$ cat config.mk
export PLATFORM = sky130hd
export DESIGN_NAME = sg_chain_engine
export DESIGN_NICKNAME = d
export VERILOG_FILES = /design/src/rtl/sg_chain_engine.sv
export SDC_FILE = /design/constraint.sdc
export NUM_CORES = 1
export LEC_CHECK = 0
export BUFFER_PORTS_ARGS = -buffer_cell sky130_fd_sc_hd__buf_2
export CAP_MARGIN = 30
export CORE_ASPECT_RATIO = 0.5
export CORE_MARGIN = 4
export CORE_UTILIZATION = 46
export DETAILED_ROUTE_END_ITERATION = 10
export PLACE_DENSITY = 0.72
export REMOVE_ABC_BUFFERS = 1
export SKIP_CTS_REPAIR_TIMING = 1
export SYNTH_ARGS = -nofsm -noshare
export SYNTH_HDL_FRONTEND = slang
export SYNTH_SLANG_ARGS = --single-unit
$ cat constraint.sdc
create_clock -name clk -period 3.9 [get_ports clk]
set_input_delay 0.195 -clock clk [delete_from_list [all_inputs] [get_ports clk]]
set_output_delay 0.195 -clock clk [all_outputs]
set_load 0.01 [all_outputs]
$ cat src/rtl/sg_chain_engine.sv
module sg_chain_engine #(
  parameter int NCH = 4,
  parameter int W = 32,
  localparam int CHW = (NCH > 1) ? $clog2(NCH) : 1
) (
  input  logic           clk,
  input  logic           rst_n,
  input  logic           cfg_we,
  input  logic [CHW-1:0] cfg_ch,
  input  logic [2:0]     cfg_sel,
  input  logic [W-1:0]   cfg_wdata,
  input  logic [NCH-1:0] xfer_done,
  output logic           mem_req,
  output logic [W-1:0]   mem_addr,
  input  logic           mem_rvalid,
  input  logic [W-1:0]   mem_rdata,
  input  logic [CHW-1:0] rd_ch,
  output logic [W-1:0]   rd_ctrl,
  output logic [W-1:0]   rd_src,
  output logic [W-1:0]   rd_dst,
  output logic [W-1:0]   rd_cnt,
  output logic [W-1:0]   rd_next,
  output logic [NCH-1:0] ch_en,
  output logic [NCH-1:0] ch_tc,
  output logic           fetch_busy,
  output logic [CHW-1:0] fetch_ch
);
  localparam int NWORD = 5;
  localparam int WIX = $clog2(NWORD);

  typedef enum logic [2:0] {S_IDLE, S_REQ, S_WAIT, S_STORE, S_COMMIT} st_t;

  st_t            st;
  logic [W-1:0]   ctrl_q [NCH];
  logic [W-1:0]   src_q  [NCH];
  logic [W-1:0]   dst_q  [NCH];
  logic [W-1:0]   cnt_q  [NCH];
  logic [W-1:0]   nxt_q  [NCH];
  logic [NCH-1:0] pend_q, tc_q;
  logic [W-1:0]   wbuf   [NWORD];
  logic [WIX-1:0] widx;
  logic [CHW-1:0] sel_q;
  logic [W-1:0]   base_q;
  logic [CHW-1:0] win;
  logic           commit;

  assign commit     = (st == S_COMMIT);
  assign mem_req    = (st == S_REQ);
  assign mem_addr   = base_q + W'({widx, 2'b00});
  assign fetch_busy = (st != S_IDLE);
  assign fetch_ch   = sel_q;
  assign ch_tc      = tc_q;

  assign rd_ctrl = ctrl_q[rd_ch];
  assign rd_src  = src_q[rd_ch];
  assign rd_dst  = dst_q[rd_ch];
  assign rd_cnt  = cnt_q[rd_ch];
  assign rd_next = nxt_q[rd_ch];

  always_comb begin
    for (int i = 0; i < NCH; i++) ch_en[i] = ctrl_q[i][0];
  end

  always_comb begin
    win = '0;
    for (int i = NCH - 1; i >= 0; i--)
      if (pend_q[i]) win = CHW'(i);
  end

  always_ff @(posedge clk) begin
    if (!rst_n) begin
      pend_q <= '0;
      tc_q   <= '0;
      for (int i = 0; i < NCH; i++) begin
        ctrl_q[i] <= '0;
        src_q[i]  <= '0;
        dst_q[i]  <= '0;
        cnt_q[i]  <= '0;
        nxt_q[i]  <= '0;
      end
    end else begin
      for (int i = 0; i < NCH; i++) begin
        if (commit && sel_q == CHW'(i)) begin
          ctrl_q[i] <= wbuf[0] | W'(1);
          src_q[i]  <= wbuf[1];
          dst_q[i]  <= wbuf[2];
          cnt_q[i]  <= wbuf[3];
          nxt_q[i]  <= {wbuf[4][W-1:2], 2'b00};
          pend_q[i] <= 1'b0;
        end else if (xfer_done[i] && ctrl_q[i][0] && !pend_q[i]) begin
          if (ctrl_q[i][1] && nxt_q[i] != '0) begin
            pend_q[i] <= 1'b1;
          end else begin
            ctrl_q[i][0] <= 1'b0;
            tc_q[i]      <= 1'b1;
          end
        end else if (cfg_we && cfg_ch == CHW'(i) && !pend_q[i]) begin
          case (cfg_sel)
            3'd0: begin
              ctrl_q[i] <= cfg_wdata;
              tc_q[i]   <= 1'b0;
            end
            3'd1: if (!ctrl_q[i][0]) src_q[i] <= cfg_wdata;
            3'd2: if (!ctrl_q[i][0]) dst_q[i] <= cfg_wdata;
            3'd3: if (!ctrl_q[i][0]) cnt_q[i] <= cfg_wdata;
            3'd4: if (!ctrl_q[i][0]) nxt_q[i] <= {cfg_wdata[W-1:2], 2'b00};
            default: ;
          endcase
        end
      end
    end
  end

  always_ff @(posedge clk) begin
    if (!rst_n) begin
      st     <= S_IDLE;
      widx   <= '0;
      sel_q  <= '0;
      base_q <= '0;
      for (int k = 0; k < NWORD; k++) wbuf[k] <= '0;
    end else begin
      case (st)
        S_IDLE: if (pend_q != '0) begin
          sel_q  <= win;
          base_q <= nxt_q[win];
          widx   <= '0;
          st     <= S_REQ;
        end
        S_REQ: st <= S_WAIT;
        S_WAIT: if (mem_rvalid) begin
          wbuf[widx] <= mem_rdata;
          st         <= S_STORE;
        end
        S_STORE: if (widx == WIX'(NWORD - 1)) begin
          st <= S_COMMIT;
        end else begin
          widx <= widx + WIX'(1);
          st   <= S_REQ;
        end
        S_COMMIT: st <= S_IDLE;
        default: st <= S_IDLE;
      endcase
    end
  end
endmodule


* Yosys cells after proc, flatten, opt, wreduce, memory -nomap -nowiden
Memory sizes are Yosys's and may differ from the RTL's. A register that Yosys moved wholly into a read port is not among the register bits.
Index checks and enable logic that the tools add are counted.
** Word-level totals
- Bits in registers :: 48
- Memory bits (writable) :: 792
- Bits of input ports :: 79
- Output and inout port bits :: 204
- Logic and storage cells :: 392
- Memories :: 6
** Memory list
- wbuf :: depth 5, bits a word 32, read ports 5, clocked after Yosys merged registers in 0, write ports 5, RTL line 40 : logic [W-1:0] wbuf [NWORD];
- cnt_q :: depth 4, bits a word 32, read ports 1, clocked after Yosys merged registers in 0, write ports 4, RTL line 37 : logic [W-1:0] cnt_q [NCH];
- ctrl_q :: depth 4, bits a word 32, read ports 5, clocked after Yosys merged registers in 0, write ports 4, RTL line 34 : logic [W-1:0] ctrl_q [NCH];
- dst_q :: depth 4, bits a word 32, read ports 1, clocked after Yosys merged registers in 0, write ports 4, RTL line 36 : logic [W-1:0] dst_q [NCH];
- src_q :: depth 4, bits a word 32, read ports 1, clocked after Yosys merged registers in 0, write ports 4, RTL line 35 : logic [W-1:0] src_q [NCH];
- nxt_q :: depth 4, bits a word 30, read ports 6, clocked after Yosys merged registers in 1, write ports 4, RTL line 38 : logic [W-1:0] nxt_q [NCH];
** Cells by class
- Add/subtract/negate cells :: 2
- Eq/ne operators :: 22
- Mux-type cells :: 233
- Bitwise logic cells :: 53
- Reduce and logical (&&, ||, !) cells :: 64
** Operators with widths (number)
- $mux 32 :: 29
- $mux 30 :: 8
- $mux 1 :: 180
- $reduce_bool 32->1 :: 4
- $mux 31 :: 4
- $or 1x1->1 :: 48
- $add 32x5->32 :: 1
- $reduce_or 32->1 :: 1
- $logic_and 1x1->1 :: 24
- $mux 3 :: 6
- $reduce_bool 2->1 :: 9
- $reduce_and 4->1 :: 4
- $ne 2x2->1 const B :: 7
- $eq 3x2->1 const B :: 4
- $pmux 3 s4 :: 1
- $reduce_and 2->1 :: 6
- $eq 3x3->1 const B :: 3
- $eq 2x2->1 const B :: 4
- $mux 2 :: 4
- $reduce_or 2->1 :: 4
- $eq 3x1->1 const B :: 2
- $logic_not 3->1 :: 2
- $pmux 3 s2 :: 1
- $logic_not 1->1 :: 5
- 7 further kinds :: 13

* Depth between registers and ports, before layout
An unclocked memory read counts as a cell.
- Depth in word-level cells :: 10
- Mapped depth :: 8
- Depth with buffers taken out :: 6

* Least setup slack after synthesis
OpenSTA, ideal clock, no wires.
- Path kind :: reg-to-reg
- From :: register pend_q[1]
- To :: memory cnt_q[1][0] (enable)
- Arrival :: 3311 ps
- Required time :: 3434 ps
- Path slack :: 124 ps
- Cell stages (with the launch flop) :: 4
- Path buffers :: 1
- Period minus slack after synthesis :: 3776 ps
- Path through :: dfxtp_1 -> buf_2 -> or4_4 -> o21ai_0
** RTL lines
- start: declaration :: RTL line 39 : logic [NCH-1:0] pend_q, tc_q;
- start signal: assignment :: RTL line 72 : pend_q <= '0;
- start signal: indexed assignment :: RTL line 89 : pend_q[i] <= 1'b0;
- start signal: indexed assignment :: RTL line 92 : pend_q[i] <= 1'b1;
- end: declaration :: RTL line 37

* Final worst setup path
- From :: register widx[0]
- To :: output port mem_addr[18]
** On the way
- Longest elaborated chain between the ends :: 1
** Ends and longest elaborated chain
- start: declaration :: RTL line 41 : logic [WIX-1:0] widx;
- start signal: assignment :: RTL line 137 : widx <= widx + WIX'(1);
- $add 32x5->32 :: RTL line 49 : assign mem_addr = base_q + W'({widx, 2'b00});
- end: declaration :: RTL line 14 : output logic [W-1:0] mem_addr,
No other way between the ends.

==> impl_metrics.tcl <==
set metrics [dict create \
    drc_errors 0 \
    arrival_ns 3.17 \
    synth_xor_xnor_area_share 0.006298 \
    synth-edff-count 789 \
    start_util 0.4661 \
    yosys.area.top_type_share 0.5874 \
    syn_to_final_growth_pct 12.22 \
    synth.most_common_cell "edfxtp_1" \
    utilization 0.5230 \
    max_freq_mhz 297.3 \
    hp-class "input port to flop" \
    synth_cell_type_count 63 \
    netlist.top_cell.by_area "edfxtp_1" \
    drive_above_1_share 0.2489 \
    synthFlopType "edfxtp_1" \
    gp_congestion 0.9138 \
    power.leakage_nw 15.55 \
    wl_um 129600 \
    ys_async_sr_fraction 0 \
    die_w_um 426.8 \
    drtAntennaViolNets 0 \
    whs_ns 0.01115 \
    synth_compound_gate_area_share 0.1882 \
    cts_tree "done" \
    htree_levels 3 \
    synth-simple-area-share 0.06356 \
    tightest_slew_ns 1.060 \
    status "completed" \
    ys_warn_count 0 \
    slew_viol_final 0 \
    slew-limit-headroom 0.2917 \
    die-area_um2 92770 \
    cellPowerDensity_nw_per_um2 430.8 \
    hold_violations 0 \
    clockBufferDepth 3 \
    fill_cells 7021 \
    syn-instance-count 2682 \
    grt_pass1_wl_um 187100 \
    synth.cell_area_um2 40330 \
    final_nets 2846 \
    synthTopCellsByArea "edfxtp_1 59%, a32o_1 13%, mux4_2 8.8%, a22o_1 2.8%, dfxtp_1 2.3%" \
    io_pins 283 \
    setup_viol 0 \
    post-route-period-util 0.8625 \
    drt-vias-per-instance 7.181 \
    clock-skew-final_ns 0.03407 \
    synth.area.mux_share 0.08823 \
    cp.required_ns 3.70 \
    cap_violations 0 \
    synth-seq-cells 835 \
    tns_ns 0 \
    die_h_um 217.4 \
    synth_top_family_by_area "compound AO/OA/AOI/OAI gates" \
    yosys-top-cells-count "789 x edfxtp_1, 504 x a32o_1, 231 x clkbuf_1" \
    post-dp-hpwl_um 75550 \
    synthAdderAreaFrac 0.002047 \
    cp_max_fo 9 \
    cts_root_buf "clkbuf_16" \
    synth.avg_cell_area_um2 15.04 \
    regToRegSetupSlack_ns 1.18 \
    critPathKind "flop to output pin" \
    port-buffer-count 278 \
    max-vdd-ir-drop_uv 306.5 \
    clock-sinks 835 \
    rsz0062_at_grt "no" \
    grt_pass1_vias 27360 \
    drtIter0Drc 4901 \
    grt_max_degree 129 \
    worstSetupEndpointType "output pin" \
    clock_latency_ns 0.66 \
    post_drt_wl_per_cell_um 32.38 \
    grt_overflow 0 \
    vias 28750 \
    antenna_found_initial 21 \
    power.total_mw 19.50 \
    min_period_ns 3.364 \
    core_um2 86530 \
    clkTransAtPathRegs_ns 0.06 \
    grt_util_all_layers 0.2713 \
    seq_area_frac_synth 0.6103 \
    rows 76 \
    cts_buffers 79 \
    start_kind "flop" \
    dr.pass1.iters 7 \
]
layout by cell type, fill, tap and decap left out, types with 7 or more instances in the layout:
master         synthesis  layout
buf_4                 13      58
clkbuf_16              0      80
diode_2                0      10
o31a_1                30      30
a211oi_1              30      30
and2_1               126     123
clkinv_1               0      13
clkinv_2               0      15
a32o_1               504     504
nand2_1               29      29
nor4_1                33      33
o21ai_0               77      61
xnor2_1                9       9
mux4_2               158     158
buf_12                 0      19
a22o_1               128     128
xor2_1                20      20
clkbuf_1             231      25
nand3_1               69      69
and3_1                68      66
o21ai_4                0      12
dlygate4sd3_1          0      15
nor2_1                29      22
nor3_1                13      13
inv_1                  7       7
dfxtp_1               46      46
nand4_1               14      14
edfxtp_1             789     789
a21oi_2               29      29
buf_2                102     276
per-stage QoR:
stage	std cells	instance area (µm²)	setup slack (ns)
2_1_floorplan	2309	38700	-3.904
3_3_place_gp	3832	42610	1.258
3_5_place_dp	3834	42660	1.200
4_1_cts	3978	45080	0.4938
5_1_grt	4001	45250	0.3448
6_report	4004	45260	0.5361
worst paths after layout:
| path | from | to | cells after the start |
|---|---|---|---|
| setup reg to reg | pend_q[0] | src_q[0][13] | 5 |
| hold / removal | rst_n | ch_tc[1] | 3 |
| hold reg to reg | ch_tc[3] | ch_tc[3] | 2 |
| setup / recovery | widx[0] | mem_addr[18] | 7 |
per-layer routing:
layer	part of all wire	GRT usage	wire length, µm	up-vias
li1	-	-	-	11570
met1	0.35	0.3596	44940	14570
met2	0.47	0.4282	61340	2288
met3	0.13	0.06297	17180	319
met4	0.047	0.1236	6139	6
met5	0.00032	0	41	-
report_power, final:
group / leakage, nW / switching, mW / internal [mW]
registers: 8.53 / 0.222 / 10.1
clock network: 1.18 / 3.43 / 4.03
logic: 5.85 / 1.15 / 0.535
total: 15.6 / 4.80 / 14.7
sequential cells by signal, summed over array words and instances, names as in the netlist, 4 cells and up:
register	count
base_q	30
ch_tc	4
cnt_q	128
ctrl_q	128
dst_q	128
nxt_q	120
pend_q	4
src_q	128
wbuf	157
cell families after synthesis:
| group | count (synthesis) |
|---|---|
| DFF | 835 |
| other | 1 |
| muxes | 158 |
| adders and majority gates | 6 |
| buffers and inverters | 383 |
| AOI/OAI and AO/OA | 837 |
| xor gates and xnor gates | 29 |
| and+or+nand+nor | 433 |
cell type report:
cell class	count	area, µm²	share of cell area
Multi-Input combinational cell	1467	14310	0.3162
Tap cell	1170	1464	0.03234
Inverter	7	26.28	0.0005805
Sequential cell	835	24610	0.5438
Clock buffer	106	2110	0.04661
Clock inverter	38	307.8	0.006800
Antenna cell	10	25.02	0.0005529
Timing Repair Buffer	371	2401	0.05305
critical path, stage by stage (launching register included):
cell,delay (ns)
dfxtp_1,0.55
ha_1,0.27
fa_1,0.27
a21oi_1,0.11
or4_1,0.68
nor3_1,0.30
xor2_1,0.19
buf_2,0.16
Power figures use the tool's default switching activity.
